==> src/rtl/sfifo_pkg.sv <==
package sfifo_pkg;
  // Next ring position for a buffer of arbitrary depth.
  function automatic int unsigned ring_next(int unsigned p, int unsigned depth);
    return (p + 1 == depth) ? 0 : p + 1;
  endfunction

  // Level after one cycle of accepted operations.
  function automatic int unsigned level_next(int unsigned c, logic w, logic r);
    int unsigned n;
    n = c;
    if (w) n = n + 1;
    if (r) n = n - 1;
    return n;
  endfunction

  function automatic logic at_or_above(int unsigned c, int unsigned thr);
    return c >= thr;
  endfunction

  function automatic logic strictly_below(int unsigned c, int unsigned thr);
    return c < thr;
  endfunction
endpackage

==> src/rtl/sfifo_ctrl.sv <==
module sfifo_ctrl #(
  parameter int DEPTH        = 8,
  parameter int AW           = 3,
  parameter int CW           = 4,
  parameter bit OVF_GUARD    = 1,
  parameter bit UNF_GUARD    = 1,
  parameter bit WR_WHEN_FULL = 0
) (
  input  logic          clk,
  input  logic          rst_n,
  input  logic          clr,
  input  logic          wr_req,
  input  logic          rd_req,
  output logic          wr_acc,
  output logic          rd_acc,
  output logic [AW-1:0] waddr,
  output logic [AW-1:0] raddr,
  output logic [CW-1:0] level,
  output logic          full,
  output logic          empty
);
  import sfifo_pkg::*;

  localparam bit PASS_OK = WR_WHEN_FULL && OVF_GUARD;

  logic [AW-1:0] wptr, rptr;
  logic [CW-1:0] cnt, cnt_nxt;
  logic          full_q, empty_q;

  assign rd_acc  = rd_req && !clr && (!empty_q || !UNF_GUARD);
  assign wr_acc  = wr_req && !clr && (!full_q || !OVF_GUARD || (PASS_OK && rd_acc));
  assign cnt_nxt = CW'(level_next(32'(cnt), wr_acc, rd_acc));

  always_ff @(posedge clk or negedge rst_n) begin
    if (!rst_n) begin
      wptr    <= '0;
      rptr    <= '0;
      cnt     <= '0;
      full_q  <= 1'b0;
      empty_q <= 1'b1;
    end else if (clr) begin
      wptr    <= '0;
      rptr    <= '0;
      cnt     <= '0;
      full_q  <= 1'b0;
      empty_q <= 1'b1;
    end else begin
      if (wr_acc) wptr <= AW'(ring_next(32'(wptr), DEPTH));
      if (rd_acc) rptr <= AW'(ring_next(32'(rptr), DEPTH));
      cnt     <= cnt_nxt;
      full_q  <= (cnt_nxt == CW'(DEPTH));
      empty_q <= (cnt_nxt == '0);
    end
  end

  assign waddr = wptr;
  assign raddr = rptr;
  assign level = cnt;
  assign full  = full_q;
  assign empty = empty_q;

  AST_FULL_TRACKS: assert property (@(posedge clk) disable iff (!rst_n)
    full_q == (cnt == CW'(DEPTH)) && empty_q == (cnt == '0));

  AST_STEP_ONE: assert property (@(posedge clk) disable iff (!rst_n)
    !$past(clr) |-> (cnt == $past(cnt) || cnt == $past(cnt) + 1'b1 || cnt + 1'b1 == $past(cnt)));

  AST_CLEAR_EMPTY: assert property (@(posedge clk) disable iff (!rst_n)
    clr |=> (empty_q && cnt == '0 && !full_q));

  generate
    if (OVF_GUARD) begin : g_ovf
      AST_NO_OVERFLOW: assert property (@(posedge clk) disable iff (!rst_n)
        (full_q && wr_req && !rd_req && !clr) |=> (full_q && $stable(wptr)));
    end
    if (UNF_GUARD) begin : g_unf
      AST_NO_UNDERFLOW: assert property (@(posedge clk) disable iff (!rst_n)
        (empty_q && rd_req && !clr) |=> $stable(rptr));
    end
    if (PASS_OK) begin : g_pass
      AST_PASS_STAYS_FULL: assert property (@(posedge clk) disable iff (!rst_n)
        (full_q && wr_req && rd_req && !clr) |=> full_q);
    end
  endgenerate
endmodule

==> src/rtl/sfifo_store.sv <==
module sfifo_store #(
  parameter int DW    = 8,
  parameter int DEPTH = 8,
  parameter int AW    = 3
) (
  input  logic          clk,
  input  logic          rst_n,
  input  logic          we,
  input  logic [AW-1:0] waddr,
  input  logic [DW-1:0] wdata,
  input  logic          re,
  input  logic [AW-1:0] raddr,
  output logic [DW-1:0] rdata
);
  logic [DW-1:0] mem [DEPTH];

  always_ff @(posedge clk) begin
    if (we) mem[waddr] <= wdata;
  end

  always_ff @(posedge clk or negedge rst_n) begin
    if (!rst_n)  rdata <= '0;
    else if (re) rdata <= mem[raddr];
  end
endmodule

==> src/rtl/sfifo_ostage.sv <==
module sfifo_ostage #(
  parameter int DW     = 8,
  parameter bit ENABLE = 0
) (
  input  logic          clk,
  input  logic          rst_n,
  input  logic [DW-1:0] d,
  output logic [DW-1:0] q
);
  generate
    if (ENABLE) begin : g_reg
      logic [DW-1:0] q_r;
      always_ff @(posedge clk or negedge rst_n) begin
        if (!rst_n) q_r <= '0;
        else        q_r <= d;
      end
      assign q = q_r;
    end else begin : g_wire
      assign q = d;
    end
  endgenerate
endmodule

==> src/rtl/sfifo_guarded.sv <==
module sfifo_guarded #(
  parameter int DW           = 8,
  parameter int DEPTH        = 8,
  parameter int AF_LEVEL     = 6,
  parameter int AE_LEVEL     = 2,
  parameter bit OVF_GUARD    = 1,
  parameter bit UNF_GUARD    = 1,
  parameter bit WR_WHEN_FULL = 0,
  parameter bit OUT_REG      = 0,
  parameter int AW           = (DEPTH > 1) ? $clog2(DEPTH) : 1,
  parameter int CW           = $clog2(DEPTH + 1)
) (
  input  logic          clk,
  input  logic          rst_n,
  input  logic          clr,
  input  logic          wr_req,
  input  logic          rd_req,
  input  logic [DW-1:0] wr_data,
  output logic [DW-1:0] rd_data,
  output logic          full,
  output logic          empty,
  output logic          almost_full,
  output logic          almost_empty,
  output logic [CW-1:0] level
);
  import sfifo_pkg::*;

  logic          wr_acc, rd_acc;
  logic [AW-1:0] waddr, raddr;
  logic [DW-1:0] mem_q;

  sfifo_ctrl #(
    .DEPTH(DEPTH), .AW(AW), .CW(CW), .OVF_GUARD(OVF_GUARD),
    .UNF_GUARD(UNF_GUARD), .WR_WHEN_FULL(WR_WHEN_FULL)
  ) u_ctrl (
    .clk(clk), .rst_n(rst_n), .clr(clr), .wr_req(wr_req), .rd_req(rd_req),
    .wr_acc(wr_acc), .rd_acc(rd_acc), .waddr(waddr), .raddr(raddr),
    .level(level), .full(full), .empty(empty)
  );

  sfifo_store #(.DW(DW), .DEPTH(DEPTH), .AW(AW)) u_store (
    .clk(clk), .rst_n(rst_n), .we(wr_acc), .waddr(waddr), .wdata(wr_data),
    .re(rd_acc), .raddr(raddr), .rdata(mem_q)
  );

  sfifo_ostage #(.DW(DW), .ENABLE(OUT_REG)) u_ostage (
    .clk(clk), .rst_n(rst_n), .d(mem_q), .q(rd_data)
  );

  assign almost_full  = at_or_above(32'(level), AF_LEVEL);
  assign almost_empty = strictly_below(32'(level), AE_LEVEL);

  AST_AF_AT_FULL: assert property (@(posedge clk) disable iff (!rst_n)
    (full && AF_LEVEL <= DEPTH) |-> almost_full);
  AST_AE_AT_EMPTY: assert property (@(posedge clk) disable iff (!rst_n)
    (empty && AE_LEVEL > 0) |-> almost_empty);
endmodule

==> config.mk <==
export PLATFORM = sky130hd
export DESIGN_NAME = sfifo_guarded
export DESIGN_NICKNAME = d
export VERILOG_FILES = /design/src/rtl/sfifo_pkg.sv /design/src/rtl/sfifo_ctrl.sv /design/src/rtl/sfifo_store.sv /design/src/rtl/sfifo_ostage.sv /design/src/rtl/sfifo_guarded.sv
export SDC_FILE = /design/constraint.sdc
export NUM_CORES = 1
export LEC_CHECK = 0
export CAP_MARGIN = 20
export CORE_MARGIN = 3
export CORE_UTILIZATION = 40
export DETAILED_ROUTE_END_ITERATION = 16
export DONT_BUFFER_PORTS = 1
export PLACE_DENSITY = 0.59
export SETUP_SLACK_MARGIN = 0.2
export SYNTH_ARGS = -nofsm -noshare
export SYNTH_HDL_FRONTEND = slang
export SYNTH_SLANG_ARGS = --single-unit
==> constraint.sdc <==
create_clock -name clk -period 2.8 [get_ports clk]
set_clock_uncertainty 0.05 [all_clocks]
set_input_delay 0.28 -clock clk [delete_from_list [all_inputs] [get_ports clk]]
set_output_delay 0.28 -clock clk [all_outputs]
set_load 0.05 [all_outputs]
Word level (Yosys, flattened, before mapping)
Memory sizes are Yosys's and may differ from the RTL's. A register that Yosys moved wholly into a read port is not among the register bits.
Index checks and enable logic that the tools add are counted.

word-level totals
  register bits = 12
  memories kept = 1
  input port bits = 13
  memory bits (writable) = 64

memory list
  memory       words  bits a word  read ports  clocked after memory_dff  write ports  RTL line           RTL
  u_store.mem  8      8            1           1                         1            sfifo_store.sv:15  logic [DW-1:0] mem [DEPTH];

cells by class
  equality and inequality tests = 3
  muxes and demuxes = 13
  order comparisons = 2
  $add $sub $neg = 4
  reductions and logical operators = 11

operators with widths
  cell                                                                          number
  3-bit 2-to-1 mux                                                              6
  4-bit == test, second input constant                                          3
  4-bit 2-to-1 mux                                                              3
  3-bit by 1-bit adder with 4-bit output, second input constant                 2
  4-bit by 1-bit adder with 4-bit output, second input constant                 1
  4-bit by 3-bit >= comparator with 1-bit output, second input constant         1
  1-bit logical AND                                                             4
  1-bit logical NOT                                                             4
  4-bit logical NOT                                                             1
  4-bit by 2-bit less-than comparator with 1-bit output, second input constant  1
  1-bit 2-to-1 mux                                                              4
  2-bit nonzero test                                                            2
  4-bit by 1-bit subtractor with 4-bit output, second input constant            1

Depth between registers and ports, before layout
Gate-level depths: netlist of run 1.

  word-level depth = 8
  depth in mapped cells = 9
  depth with buffers taken out = 9

Modules after synthesis
From an unflattened synthesis of run 1, not the netlist that was laid out.

unflattened totals
  cells, all modules = 257
  area, all modules = 3,703.6 um^2

modules (own cells, without submodules)
  module         times used  cells an instance  sequential area each (um^2)  area an instance (um^2)
  sfifo_store    1           169                2,122.0                      2,861.5
  sfifo_ctrl     1           78                 301.5                        764.5
  sfifo_ostage   1           8                  0.0                          60.1
  sfifo_guarded  1           2                  0.0                          17.5

Worst setup path after synthesis of run 1
OpenSTA, ideal clock, no wires.

  path kind = register to register
  start point = reg u_ctrl.cnt[0] (netlist: u_ctrl.level[0])
  end point = reg u_ctrl.empty_q (netlist: u_ctrl.empty)
  arrival time = 2.230 ns
  buffers on the path = 0
  cell stages (with the launch flop) = 10
  clock period less this slack = 2.361 ns
  library setup time = 0.082 ns
  slack = 0.439 ns
  path through = dfrtp_1 inv_1 ha_1 inv_1 mux2i_1 ha_1 xor3_1 nor3_2 o211ai_1 o211ai_1

between the ends
  longest elaborated chain between the ends = 6

ends and longest elaborated chain
  what                                         RTL line          RTL
  start: declaration                           sfifo_ctrl.sv:27  logic [CW-1:0] cnt, cnt_nxt;
  start signal: assignment                     sfifo_ctrl.sv:50  cnt <= cnt_nxt;
  4-bit by 1-bit adder with 4-bit output       sfifo_pkg.sv:11   if (w) n = n + 1;
  4-bit 2-to-1 mux (*)                         sfifo_pkg.sv:11
  4-bit by 1-bit subtractor with 4-bit output  sfifo_pkg.sv:12   if (r) n = n - 1;
  4-bit 2-to-1 mux (*)                         sfifo_pkg.sv:12
  4-bit logical NOT (*)                        sfifo_ctrl.sv:52  empty_q <= (cnt_nxt == '0);
  1-bit 2-to-1 mux (*)                         sfifo_ctrl.sv:41  end else if (clr) begin
  end signal: assignment                       sfifo_ctrl.sv:52
  end: declaration                             sfifo_ctrl.sv:28  logic full_q, empty_q;

Every way passes the cells marked *; elsewhere a longest branch is shown, timed or not.
A chain may end at the register's enable or synchronous reset.

Worst setup path in the final report of run 1
  start point = reg u_ctrl.cnt[2] (netlist: u_ctrl.level[2])
  end point = out almost_full

between the ends
  longest elaborated chain between the ends = 1

ends and longest elaborated chain
  what                                            RTL line             RTL
  4-bit by 3-bit >= comparator with 1-bit output  sfifo_pkg.sv:17      return c >= thr;
  end: declaration                                sfifo_guarded.sv:22  output logic almost_full,

Every way passes these cells.

==> results of run 1 <==
[synthesized netlist by cell type]
cell type  count
o211ai_1       3
and2_1         1
xnor3_1        1
or3b_4         1
xor3_1         1
mux2i_1       11
mux4_2        16
nor2b_1        2
dfstp_2        1
nor3_2         1
nor2_1        19
nor4_1         2
o2111ai_1      1
nand2_1       10
or3_4          1
o21ai_0        4
nand4bb_4      1
a21o_1         1
nor3_1         7
buf_2          6
edfxtp_1      64
nor3b_4        1
xnor2_1        3
nor3b_2        1
a21oi_1       10
clkbuf_1       1
a211oi_1       1
xor2_1         3
mux2_2         1
nand3_1        1
dfrtp_1       19
inv_1          3
buf_6          3
or2_0          1
ha_1           6
nand2b_1       4
[stage by stage]
step           area, sq um  setup WS [ns]  util, %  hold slack, ns
2_1_floorplan         3580          0.439        -         -0.0656
3_3_place_gp          3750          0.692     44.3         -0.0652
3_5_place_dp          3750          0.658     44.3         -0.0652
4_1_cts               4060          0.576     47.9         0.00842
5_1_grt               4060          0.512     47.9         0.00956
6_report              4060          0.596     47.9          0.0254
[worst max-delay path by stage]
stage              endpoint  slack (ns)
6_report        almost_full        0.60
4_1_cts         almost_full        0.58
2_1_floorplan  u_ctrl.empty        0.44
3_5_place_dp   u_ctrl.empty        0.66
5_1_grt         almost_full        0.51
3_3_place_gp   u_ctrl.empty        0.69
[logic make-up after synthesis]
family | after synthesis | share of synthesized area (%)
flops | 84 | 67.8
mux | 28 | 13.5
simple gates | 53 | 8.46
compound gates | 20 | 3.25
buf+inv | 13 | 2.20
fa+ha+maj | 6 | 2.10
xor+xnor | 8 | 2.76
[cell type report]
cell class / count / area, sq um / area share (%)
clock buffers: 9 / 124 / 3.05
clock inverters: 7 / 80.1 / 1.97
inverters: 3 / 11.3 / 0.278
multi-input cells: 115 / 1080 / 26.7
flip-flops and latches: 84 / 2420 / 59.7
well taps: 105 / 131 / 3.24
repair buffers: 24 / 205 / 5.06
[sequential cells by signal, summed over array words and instances, names as in the netlist]
register,count
u_ctrl.empty,1
u_ctrl.full,1
u_ctrl.level,4
u_ctrl.raddr,3
u_ctrl.waddr,3
u_store.mem,64
u_store.rdata,8
[worst register-to-register path, cell delays in order (launching register included)]
cell,delay [ns]
dfrtp_1,0.43
nor3b_4,0.35
mux2i_1,0.28
ha_1,0.25
xor3_1,0.26
nor3_2,0.11
o211ai_1,0.13
o211ai_1,0.24
[per-layer routing]
layer / share of wire, % / GRT usage [%]
met5: 0 / 0
met4: 1.0 / 4.97
met1: 47 / 18.3
met3: 3.2 / 3.11
met2: 49 / 22.0
[report_power, final]
part	internal, W	switching, W	leakage, nW
logic	0.000143	0.000172	0.467
registers	0.00142	0.000247	0.827
clock network	0.000426	0.000453	0.103
==> flow_summary.yaml, run 1 <==
sta:
  finalMaxSlewViolations: 0
  hold_viol: 0
  slew_headroom_pct: 33.8
  final.setup.tns_ns: 0
  grt_setup_unrepaired: "false"
  tightest_slew_ns: 0.989
  finalCritPeriodShare_pct: 78.7
  fin_crit_ns: 2.20
  finalSetupViolations: 0
  timing.fmax_ghz: 0.454
final_layout:
  syn_to_final_growth_pct: 13.4
  mostFrequentLayoutCells: "edfxtp_1 (64), nor2_1 (19), dfrtp_1 (19)"
  n_fill_cell: 699
  num_antenna_cells: 0
  final_common_cell: "edfxtp_1"
  final_nets: 256
  drive_above_1_share_pct: 22.7
  final_cells: 347
global_routing:
  grt_pass1_wl_mm: 10.2
  grt_start_max_net_pins: 21
  grt_usage_pct: 13.7
  grt_pass1_vias: 1839
  grt-ovfl-total: 0
  antenna_found_initial: 0
die:
  start_util_pct: 42.3
  die_h_um: 101
  fp.dieW_um: 101
  rows: 33
  core-area_sq_um: 8460
  dieArea_sq_um: 10100
  io_pins: 29
critical_path:
  start_kind: "register"
  crit_chain: "o21ai_0 > nand2b_1"
  r2r-start: "u_ctrl.full"
  r2r_end: "u_ctrl.empty"
  max_stage_delay_ns: 0.85
  reg2regPathDepth: 7
  cpMaxStageDelayCell: "dfrtp_1"
  rrSetupSlack_ns: 0.64
  crit_buf_inv: 0
  path_max_fanout: 10
  cp_num_cells: 2
  cp_top_family: "flip-flops"
  startpoint: "u_ctrl.level[2]"
  crit_arrival_ns: 1.87
  required_ns: 2.47
  crit_type: "register to primary output"
  crit_path_end_kind: "primary output"
clock_network:
  post_cts_resized: 0
  tritoncts_num_sinks: 84
  htree_levels: 3
  clock_path_buffers: 2
  cts_root_buf: "clkbuf_8"
  cts_tree: "yes"
  postCtsSetupRepairBufs: 0
  ctsHoldBuffers: 10
  cts-buffers-inserted: 9
  clkLatencyLatePin_ns: 0.34
  clkTransAtPathRegs_ns: 0.08
synthesis:
  synth.distinct_cells: 36
  ys_seq_elements: 84
  syn_inst: 212
  yosysTopAreaCellShare_pct: 53.7
  syn_nets: 231
  seq_area_frac_synth_pct: 67.8
  synth.cell_area_sq_um: 3580
  syn_avg_cell_area_sq_um: 16.9
  synthTopCellsByArea: "edfxtp_1 (54%), dfrtp_1 (13%), mux4_2 (10%), mux2i_1 (3.1%), ha_1 (2.1%)"
  yosysWarnings: 0
  synth_top_area_cell: "edfxtp_1"
power_and_ir_drop:
  p_per_area_nw_per_um2: 704
  fin_total_pwr_w: 0.00286
  leakagePower_nw: 1.40
  max-vdd-ir-drop_mv: 0.274
route:
  drt-initial-drc-count: 84
  wl_per_cell_um: 18.5
  dr.pass1.iters: 4
  via_count: 1799
  drt-total-wl_mm: 6.43
  viasPerCell: 5.18
  drc: 0
  final_antenna_net_count: 0
placed_design:
  dp.cells: 321
  routabilityCongestion: 0.744
  hpwl_mm: 4.10
  port_buffers: 0
flow_run:
  cap_violations: 0
worst_hold_path:
  holdPathEnd: "u_ctrl.empty"
  hp-start: "clr"
  hold_class: "input port to register"
  hold_path_depth: 2
run_status:
  outcome: "finished, final reports clean"
Note: power is estimated with default switching activity, not from simulation.
==> inputs of run 2 (changes only) <==
--- a/config.mk
+++ b/config.mk
@@ -10,7 +10,7 @@
 export CORE_UTILIZATION = 40
 export DETAILED_ROUTE_END_ITERATION = 16
 export DONT_BUFFER_PORTS = 1
-export PLACE_DENSITY = 0.59
+export PLACE_DENSITY = 0.61
 export SETUP_SLACK_MARGIN = 0.2
 export SYNTH_ARGS = -nofsm -noshare
 export SYNTH_HDL_FRONTEND = slang
==> constraint.sdc (replaced) <==
create_clock -name clk -period 2 [get_ports clk]
set_clock_uncertainty 0.05 [all_clocks]
set_input_delay 0.2 -clock clk [delete_from_list [all_inputs] [get_ports clk]]
set_output_delay 0.2 -clock clk [all_outputs]
set_load 0.05 [all_outputs]
==> flow_summary.yaml, run 2 (synthesized netlist as in run 1, its figures left out) <==
final_layout:
  mostFrequentLayoutCells: "edfxtp_1 (64), buf_4 (19), nor2_1 (16), mux4_2 (16), dfrtp_1 (16)"
  final_nets: 278
  final_common_cell: "edfxtp_1"
  drive_above_1_share_pct: 33.3
  syn_to_final_growth_pct: 23.1
  num_antenna_cells: 0
  largest_reg_flops: 64
  final_cells: 369
  largest_register: "u_store.mem"
  fin_util_pct: 52.0
critical_path:
  required_ns: 2.00
  cpMaxStageDelayCell: "dfrtp_2"
  max_stage_delay_ns: 0.43
  path_max_fanout: 8
  crit_chain: "buf_4 > buf_6 > buf_12 > or3b_4 > buf_6 > nor3_4 > buf_6"
  crit_buf_inv: 5
  cp_top_family: "buffers and inverters"
  crit_arrival_ns: 2.01
  crit_top_cell: "buf_6"
  crit_type: "register to register"
  crit_path_end_kind: "register"
  start_kind: "register"
clock_network:
  clkTransAtPathRegs_ns: 0.08
  cts-buffers-inserted: 9
  htree_levels: 3
  cts_root_buf: "clkbuf_8"
  cts_tree: "yes"
  clock_path_buffers: 2
  tritoncts_num_sinks: 84
  ctsHoldBuffers: 13
  clkLatencyLatePin_ns: 0.34
global_routing:
  antenna_found_initial: 0
  grtUsageMet2_pct: 21.8
  grt_pass1_vias: 1939
  busiest_layer: "met2"
  grt-ovfl-total: 0
  grt_pass1_wl_mm: 10.4
  grt_start_max_net_pins: 21
  grt_util_met1_pct: 19.0
  gr-usage-met3_pct: 3.25
  grt_usage_pct: 14.0
power_and_ir_drop:
  max-vdd-ir-drop_mv: 0.305
  leakagePower_nw: 1.52
  fin_total_pwr_w: 0.00396
  p_per_area_nw_per_um2: 899
sta:
  timing.fmax_ghz: 0.496
  hold_viol: 7
  finalSetupViolations: 14
  grt_setup_unrepaired: "true"
  finalMaxSlewViolations: 0
  slew_headroom_pct: 40.2
  fin_crit_ns: 2.02
  final.setup.tns_ns: -0.0705
  fin_ws_ns: -0.0160
  hold_ws_ns: -0.139
  finalCritPeriodShare_pct: 101
  tightest_slew_ns: 0.894
route:
  final_antenna_net_count: 0
  via_count: 1887
  drt-total-wl_mm: 6.58
  dr.pass1.iters: 4
  wl_per_cell_um: 17.8
  viasPerCell: 5.11
  drt-initial-drc-count: 86
  drc: 0
placed_design:
  dp.cells: 330
  port_buffers: 0
  routabilityCongestion: 0.730
  hpwl_mm: 4.14
die:
  rows: 33
  die_h_um: 101
  core-area_sq_um: 8460
  fp.dieW_um: 101
  dieArea_sq_um: 10100
  start_util_pct: 42.3
  io_pins: 29
worst_hold_path:
  hold_class: "input port to register"
run_status:
  outcome: "complete, but fails checks"
  violations: "hold timing, setup timing"
flow_run:
  cap_violations: 0
-- run 2: path summary, 6_finish.rpt --
check	from	endpoint	slack (ns)	cells after the start
hold / removal	clr	u_ctrl.waddr[0]	-0.14	1
max in group asynchronous	rst_n	u_ctrl.level[0]	0.88	1
min in group asynchronous	rst_n	u_store.rdata[2]	0.37	1
setup / recovery	u_ctrl.full	u_store.mem[1][0]	-0.02	7
hold reg to reg	u_ctrl.level[3]	u_ctrl.full	0.64	3
setup reg to reg	u_ctrl.full	u_store.mem[1][0]	-0.02	7
-- run 2: cell type report --
type	count	area, sq um
Multi-Input combinational cell	115	1170
Inverter	3	11.3
Timing Repair Buffer	46	483
Sequential cell	84	2430
Fill cell	692	4060
Clock inverter	6	48.8
Tap cell	105	131
Clock buffer	10	128
-- run 2: report_power, final --
part | internal [W] | switching, W
logic | 0.000284 | 0.000299
registers | 0.00198 | 0.000317
clock network | 0.000462 | 0.000612
-- run 2: metal layers --
metal	vias to the layer above	wire length, um
li1	903	-
met1	934	3020
met2	40	3210
met3	10	251
met4	0	99
met5	-	0
-- run 2: timing repair --
action,in CTS,in global routing
pin swaps,5,4
gates resized for setup,11,10
endpoints found under the hold margin,96,8
setup endpoints to repair,27,70
buffers inserted,3,7
-- run 2: stage by stage --
step	worst slack (ns)	cell area [sq um]
2_1_floorplan	-0.0638	3620
3_3_place_gp	0.0661	3880
3_5_place_dp	0.0366	3880
4_1_cts	0.0315	4270
5_1_grt	-0.176	4400
6_report	-0.0160	4400
==> inputs of run 3 (changes only) <==
--- a/config.mk
+++ b/config.mk
@@ -5,7 +5,7 @@
 export SDC_FILE = /design/constraint.sdc
 export NUM_CORES = 1
 export LEC_CHECK = 0
-export CAP_MARGIN = 20
+export CAP_MARGIN = 40
 export CORE_MARGIN = 3
 export CORE_UTILIZATION = 40
 export DETAILED_ROUTE_END_ITERATION = 16
==> constraint.sdc (replaced) <==
create_clock -name clk -period 1.8 [get_ports clk]
set_clock_uncertainty 0.05 [all_clocks]
set_input_delay 0.18 -clock clk [delete_from_list [all_inputs] [get_ports clk]]
set_output_delay 0.18 -clock clk [all_outputs]
set_load 0.05 [all_outputs]
==> flow_summary.yaml, run 3 (synthesized netlist as in run 1, its figures left out) <==
run_status:
  outcome: "complete, but fails checks"
  violations: "setup timing"
die:
  dieArea_sq_um: 10100
  start_util_pct: 42.3
  fp.dieW_um: 101
  rows: 33
  io_pins: 29
  core-area_sq_um: 8460
  die_h_um: 101
placed_design:
  hpwl_mm: 4.64
  dpl_cell_area_sq_um: 4030
  place_ws_ns: -0.224
  port_buffers: 0
  routabilityCongestion: 0.734
clock_network:
  tritoncts_num_sinks: 84
  cts_root_buf: "clkbuf_8"
  clkLatencyLatePin_ns: 0.36
  cts-buffers-inserted: 9
  clkTransAtPathRegs_ns: 0.08
  clock_path_buffers: 2
  cts_tree: "yes"
  htree_levels: 3
critical_path:
  r2r-start: "u_ctrl.full"
  crit_arrival_ns: 2.09
  required_ns: 1.83
  crit_type: "register to register"
  r2r_end: "u_store.mem[3][1]"
  crit_path_end_kind: "register"
  startpoint: "u_ctrl.full"
  rrSetupSlack_ns: -0.26
  start_kind: "register"
  crit_path_end: "u_store.mem[3][1]"
  reg2regPathDepth: 7
  path_max_fanout: 4
final_layout:
  mostFrequentLayoutCells: "edfxtp_1 (64), buf_4 (23), nor2_1 (16), mux4_2 (16)"
  num_antenna_cells: 0
  drive_above_1_share_pct: 40.6
  final_common_cell: "edfxtp_1"
  syn_to_final_growth_pct: 30.3
  final_nets: 290
  largest_reg_flops: 64
  design_area_sq_um: 4660
  n_fill_cell: 634
  largest_register: "u_store.mem"
  fin_util_pct: 55.1
global_routing:
  grt-ovfl-total: 0
  grt_start_max_net_pins: 21
  grt_pass1_wl_mm: 11.0
  grt_pass1_vias: 1963
  grt_usage_pct: 15.3
  antenna_found_initial: 0
route:
  drc: 0
  viasPerCell: 5.20
  topRoutingLayerUsed: "met4"
  met2WireLength_mm: 3.59
  dr.pass1.iters: 4
  via_count: 1983
  wl_met1_mm: 3.06
  drt-total-wl_mm: 7.09
  wl_met3_um: 370
  drt-initial-drc-count: 127
  wl_per_cell_um: 18.6
  final_antenna_net_count: 0
flow_run:
  cap_violations: 0
power_and_ir_drop:
  max-vdd-ir-drop_mv: 0.551
  p_int_w: 0.00323
  switching_share_pct: 30.5
  p_per_area_nw_per_um2: 997
  p_sw_w: 0.00142
  leakagePower_nw: 1.62
  p_seq_share_pct: 55.2
  p_comb_share_pct: 15.7
  p_clk_share_pct: 29.0
sta:
  finalSetupViolations: 35
  fin_crit_ns: 2.06
  grt_setup_unrepaired: "true"
  timing.fmax_ghz: 0.485
  tightest_slew_ns: 0.542
  slew_headroom_pct: 63.5
  finalMaxSlewViolations: 0
  fin_ws_ns: -0.262
  hold_viol: 0
  finalCritPeriodShare_pct: 115
  final.setup.tns_ns: -5.99
worst_hold_path:
  hold_path_depth: 3
  hold_class: "input port to register"
## run 3: metal layers
| metal | up-vias | GRT usage, % |
|---|---|---|
| li1 | 934 | - |
| met1 | 1002 | 19.8 |
| met2 | 40 | 24.3 |
| met3 | 7 | 5.81 |
| met4 | 0 | 4.15 |
| met5 | - | 0 |
## run 3: repair_timing
action / in CTS / in global routing
resized for setup: 35 / 9
pin swaps: 10 / 9
hold buffers: 10 / 0
buffers inserted: 9 / 2
gates cloned: 0 / 1
endpoints found under the setup margin: 73 / 77
hold endpoints to repair: 96 / 0
## run 3: worst min path at each step
stage,from,endpoint,slack [ns]
3_3_place_gp,rst_n,u_ctrl.waddr[1],-0.16
3_5_place_dp,rst_n,u_ctrl.waddr[1],-0.16
6_report,clr,u_ctrl.level[3],0.07
2_1_floorplan,rst_n,u_ctrl.full,-0.17
4_1_cts,clr,u_ctrl.level[3],0.05
5_1_grt,clr,u_ctrl.level[3],0.06
## run 3: critical path, stage by stage, from the launching register on
cell and delay, ns:
dfrtp_2 0.43, buf_4 0.14, buf_6 0.11, buf_12 0.14
or3b_4 0.42, buf_12 0.15, nor3_4 0.18, buf_6 0.16
## run 3: metrics by stage
stage	cells	hold WS, ns	total power [W]
after global placement	342	-0.165	0.00318
after CTS	377	0.0501	0.00465
final	381	0.0735	0.00465
after floorplan	212	-0.166	0.00301
after detailed placement	342	-0.165	0.00319
after global routing	381	0.0629	0.00487
## run 3: cell type report
class | count | area (sq um) | area share, %
Sequential cell | 84 | 2430 | 52.2
Tap cell | 105 | 131 | 2.82
Timing Repair Buffer | 58 | 651 | 14.0
Multi-Input combinational cell | 115 | 1230 | 26.5
Clock buffer | 10 | 128 | 2.74
Inverter | 3 | 13.8 | 0.295
Clock inverter | 6 | 71.3 | 1.53
## run 3: power by group through the flow
stage               Combinational, W  Sequential [W]  Clock [W]
floorplan                   0.000372         0.00264          0
global placement            0.000577         0.00260          0
detailed placement          0.000581         0.00261          0
CTS                         0.000693         0.00257    0.00139
global route                0.000798         0.00258    0.00149
finish                      0.000731         0.00257    0.00135
